==> src/rtl/cgate_pkg.sv <==
package cgate_pkg;

    typedef enum logic {
        GATE_SHUT = 1'b0,
        GATE_OPEN = 1'b1
    } gate_state_e;

    function automatic int cnt_width(input int top);
        return (top > 1) ? $clog2(top) : 1;
    endfunction

endpackage

==> src/rtl/cgate_sync.sv <==
module cgate_sync #(
    parameter int STAGES = 2
) (
    input  logic clk,
    input  logic srst,
    input  logic async_in,
    output logic sync_out
);
    logic [STAGES-1:0] stage_d, stage_q;

    always_comb begin
        stage_d[0] = async_in;
        for (int i = 1; i < STAGES; i++) begin
            stage_d[i] = stage_q[i-1];
        end
        if (srst) begin
            stage_d = '1;
        end
    end

    always_ff @(posedge clk) begin
        stage_q <= stage_d;
    end

    assign sync_out = stage_q[STAGES-1];
endmodule

==> src/rtl/cgate_run_ctrl.sv <==
module cgate_run_ctrl
    import cgate_pkg::*;
#(
    parameter int MIN_RUN = 10
) (
    input  logic clk,
    input  logic srst,
    input  logic stop_req,
    output logic run_open
);
    localparam int CW = cnt_width(MIN_RUN);
    localparam logic [CW-1:0] CNT_TOP = CW'(MIN_RUN - 1);

    typedef struct packed {
        gate_state_e    st;
        logic [CW-1:0]  cnt;
    } ctrl_t;

    ctrl_t ctrl_d, ctrl_q;

    always_comb begin
        ctrl_d = ctrl_q;
        unique case (ctrl_q.st)
            GATE_OPEN: begin
                if (stop_req && (ctrl_q.cnt == CNT_TOP)) begin
                    ctrl_d.st  = GATE_SHUT;
                    ctrl_d.cnt = '0;
                end else if (ctrl_q.cnt != CNT_TOP) begin
                    ctrl_d.cnt = ctrl_q.cnt + 1'b1;
                end
            end
            GATE_SHUT: begin
                if (!stop_req) begin
                    ctrl_d.st  = GATE_OPEN;
                    ctrl_d.cnt = '0;
                end
            end
            default: ctrl_d = ctrl_q;
        endcase
        if (srst) begin
            ctrl_d.st  = GATE_OPEN;
            ctrl_d.cnt = '0;
        end
    end

    always_ff @(posedge clk) begin
        ctrl_q <= ctrl_d;
    end

    assign run_open = (ctrl_q.st == GATE_OPEN);
endmodule

==> src/rtl/cgate_cell.sv <==
module cgate_cell (
    input  logic clk,
    input  logic allow,
    input  logic mask,
    output logic en_q,
    output logic gclk
);
    // Gate state moves only while the clock is low.
    always_ff @(negedge clk) begin
        en_q <= allow & mask;
    end

    assign gclk = clk & en_q;
endmodule

==> src/rtl/clk_stop_gate.sv <==
module clk_stop_gate #(
    parameter int NUM_OUT     = 5,
    parameter int SYNC_STAGES = 2,
    parameter int MIN_RUN     = 10
) (
    input  logic               clk_src,
    input  logic               srst,
    input  logic               stop_n,
    input  logic [NUM_OUT-1:0] out_en,
    input  logic               free_en,
    output logic [NUM_OUT-1:0] gclk,
    output logic               free_clk
);
    logic               stop_n_sync;
    logic               stop_req;
    logic               run_open;
    logic               allow;
    logic [NUM_OUT-1:0] gate_en;
    logic               free_gate;

    cgate_sync #(.STAGES(SYNC_STAGES)) u_sync (
        .clk      (clk_src),
        .srst     (srst),
        .async_in (stop_n),
        .sync_out (stop_n_sync)
    );

    assign stop_req = ~stop_n_sync;

    cgate_run_ctrl #(.MIN_RUN(MIN_RUN)) u_ctrl (
        .clk      (clk_src),
        .srst     (srst),
        .stop_req (stop_req),
        .run_open (run_open)
    );

    assign allow = srst | run_open;

    for (genvar i = 0; i < NUM_OUT; i++) begin : g_out
        cgate_cell u_cell (
            .clk   (clk_src),
            .allow (allow),
            .mask  (out_en[i]),
            .en_q  (gate_en[i]),
            .gclk  (gclk[i])
        );
    end

    cgate_cell u_free (
        .clk   (clk_src),
        .allow (1'b1),
        .mask  (free_en),
        .en_q  (free_gate),
        .gclk  (free_clk)
    );
endmodule

==> config.mk <==
export PLATFORM = sky130hd
export DESIGN_NAME = clk_stop_gate
export DESIGN_NICKNAME = d
export VERILOG_FILES = /design/src/rtl/cgate_pkg.sv /design/src/rtl/cgate_sync.sv /design/src/rtl/cgate_run_ctrl.sv /design/src/rtl/cgate_cell.sv /design/src/rtl/clk_stop_gate.sv
export SDC_FILE = /design/constraint.sdc
export NUM_CORES = 1
export LEC_CHECK = 0
export CORE_AREA = 3 3 40 42
export CTS_BUF_LIST = sky130_fd_sc_hd__clkbuf_8
export DETAILED_ROUTE_END_ITERATION = 10
export DIE_AREA = 0 0 43 45
export PLACE_DENSITY = 0.78
export SETUP_SLACK_MARGIN = 0.5
export SKIP_LAST_GASP = 1
export SYNTH_ARGS = -nofsm -noshare
export SYNTH_HDL_FRONTEND = slang
export SYNTH_HIERARCHICAL = 1
export SYNTH_SLANG_ARGS = --single-unit
export TNS_END_PERCENT = 30
==> constraint.sdc <==
create_clock -name clk_src -period 3.4 [get_ports clk_src]
set_clock_uncertainty 0.15 [all_clocks]
set_input_delay 0.34 -clock clk_src [delete_from_list [all_inputs] [get_ports clk_src]]
set_output_delay 0.34 -clock clk_src [all_outputs]
set_load 0.005 [all_outputs]
==> results.md <==
* Status: completed
* CTS tree: done
* Largest net degree at the start of global routing at 12
* Remaining Overflow, GRT at 0
* WS Path Type: register to output port
* Critical Path Sink: gclk[1]
* Met1 usage at 12.71%
* Wire length per cell at 12.64 um
* Yosys reg bits at 13
* Area Growth Syn to Fin at 42.42%
* Total GRT Usage at 15.73%
* Crit start category: register
* Critical-path top delay cell: dfxtp_2
* R2r endpoint: g_out[4].u_cell/en_q$_DFF_N_
* Worst path required time at 2.91 ns
* TritonRoute pass-1 iters at 2
* Ant diodes at 0
* Syn nets at 73
* CP max stage delay at 0.30 ns
* Most crowded layer after global routing: met2
* Hold slack at 0.2747 ns
* I/O pins at 15
* Peak supply drop at 0.3649 mV
* Clock latency on the worst-skew pair at 0.35 ns
* Fin area at 810.8 um^2
* Full die area at 1935 um^2
* Leak at 0.0003792 uW
* Rows at 13
* Initial antenna violation count at 0
* Cells on worst reg2reg path at 2
* Port bufs at 14
* PnR worst setup slack at 0.2349 ns
* Core area at 1285 um^2
* Synthesis Warnings at 6
* GPL Wtd Cong at 0.7625
* Hold_buf cts at 0
* Antenna viol nets, final at 0
* Ratio of cells with drive above 1 in the final layout at 23.81%
* Pwr per Cell Area at 702.9 nW/um^2
* Worst hold start: u_sync/stage_q[0]$_SDFF_PP1_
* Critical Path Start: g_out[1].u_cell/en_q$_DFF_N_
* CP max FO at 1
* Final Hold Viols at 0
* Final core occ at 63.10%
* Crit-path cells: and2_1 > buf_2
* Post-synthesis instance area at 569.3 um^2
* First-pass GRT wire length at 2104 um
* Vias per inst at 5.051
* Critical path endpoint category: output port
* Drt drc at 0
* Post-Syn Instances at 62
* DRT Wirelength at 1251 um
* DP Worst Slack at 0.2380 ns
* HPWL after DPL at 777.9 um
* Register area share after synthesis at 45.71%
* Hold depth at 1
* Die width at 43 um
* Max-Cap Viols at 0
* Setup violators final at 0
* Hold Path Class: register to register
* GR Layer Usage met3 at 11.16%
* Final setup TNS at 0 ns
* Distinct cells, synth at 23
* FF-to-FF setup slack at 0.60 ns
* CP arrival at 2.68 ns
* Fin nets at 96
* RR Startpoint: u_ctrl/run_open$_SDFF_PP1_
* Die Span Y at 45 um
* RSZ-0062 raised after global routing: true
* Avg Synthesized Cell Area at 9.182 um^2
* Slew Viols, Final at 0
* DR vias at 500
* DR iter-0 viols at 3
* Area after DPL at 728.2 um^2
* Routing usage on met2 at 23.95%
* Starting Density at 44.30%
* Vias in the first global route at 558
* Reg clk slew, reported paths at 0.06 ns
* Post-CTS setup buffer count at 0
-- stage by stage --
step / cells / power (uW)
after floorplan: 62 / 233.1
after CTS: 99 / 568.8
after detailed placement: 91 / 311.4
after global placement: 91 / 310.0
final: 99 / 569.9
after global routing: 99 / 607.9
-- how the worst min path moves through the flow --
stage                                               to  slack [ns]
after global routing      u_sync/stage_q[1]$_SDFF_PP1_        0.30
final                     u_sync/stage_q[1]$_SDFF_PP1_        0.27
after floorplan           u_sync/stage_q[1]$_SDFF_PP1_        0.23
after detailed placement  u_sync/stage_q[1]$_SDFF_PP1_        0.25
after global placement    u_sync/stage_q[1]$_SDFF_PP1_        0.24
after CTS                 u_sync/stage_q[1]$_SDFF_PP1_        0.28
-- layer usage --
layer	wire, um	vias up
li1	-	243
met1	511	240
met2	648	15
met3	68	2
met4	23	0
met5	0	-
-- repair_timing --
action / in CTS / in global routing
pin swaps: 3 / 1
cloned: 0 / 0
setup endpoints to repair: 12 / 12
gates resized for setup: 26 / 3
-- logic make-up (layout without fill, tap and decap cells) --
family | count (synthesis) | count (layout) | synth area share (%)
flops | 13 | 13 | 45.71
compound gates | 6 | 6 | 8.570
fa+ha+maj | 2 | 2 | 4.395
simple gates | 29 | 29 | 32.75
buf+inv | 11 | 33 | 7.913
other cells | 1 | 1 | 0.6587
-- final cells by class --
cell class,instances,area [um^2]
fill,120,474.2
multi-input combinational,38,266.5
sequential,13,264.0
clock buffer,13,132.6
timing repair buffer,9,87.58
clock inverter,7,26.28
tap,15,18.77
inverter,4,15.01
-- worst max-delay path, delay by kind of cell, from the launching register on --
kind	cells	cell delay, ns
flops	1	0.30
buf+inv	1	0.13
simple gates	1	0.12
-- placed cells by master, fill, tap and decap left out, drive strengths merged, types with 2 or more instances in the layout --
cell type	n
dfxtp	13
buf	7
ha	2
clkbuf	7
or2	3
nor2b	2
nand2	2
clkdlybuf4s50	8
and2	12
nand4b	2
nand3b	3
inv	11
-- cell usage after synthesis --
cell type | instances | area share, %
dfxtp_1 | 13 | 46
or2_1 | 3 | 3.3
o2111ai_1 | 1 | 1.5
and2_1 | 12 | 13
inv_1 | 10 | 6.6
nand4b_1 | 2 | 3.1
o21ai_0 | 1 | 0.88
buf_4 | 1 | 1.3
a31oi_1 | 1 | 1.1
nand3_1 | 1 | 0.88
nand4_1 | 1 | 1.1
and3_1 | 1 | 1.1
a221oi_2 | 1 | 2.6
ha_1 | 2 | 4.4
nor2b_2 | 1 | 1.5
nand3b_1 | 3 | 4.0
nand2_1 | 2 | 1.3
nor2_1 | 1 | 0.66
nor2b_1 | 1 | 1.1
conb_1 | 1 | 0.66
a21oi_1 | 1 | 0.88
o32ai_1 | 1 | 1.5
and3b_1 | 1 | 1.5
-- report_power, final --
group | internal (uW) | switching [uW] | total, uW | leakage [uW]
logic | 17.0 | 9.23 | 26.2 | 0.000135
clock network | 242 | 135 | 377 | 0.000136
registers | 162 | 4.91 | 166 | 0.000108
-- state kept, by name (all words and copies together) (netlist names) --
| register | cells |
|---|---|
| g_out.u_cell/en_q | 5 |
| u_free/en_q | 1 |
| u_ctrl/ctrl_q | 4 |
| u_ctrl/run_open | 1 |
| u_sync/stage_q | 2 |
Note: power is estimated with default switching activity, not from simulation.
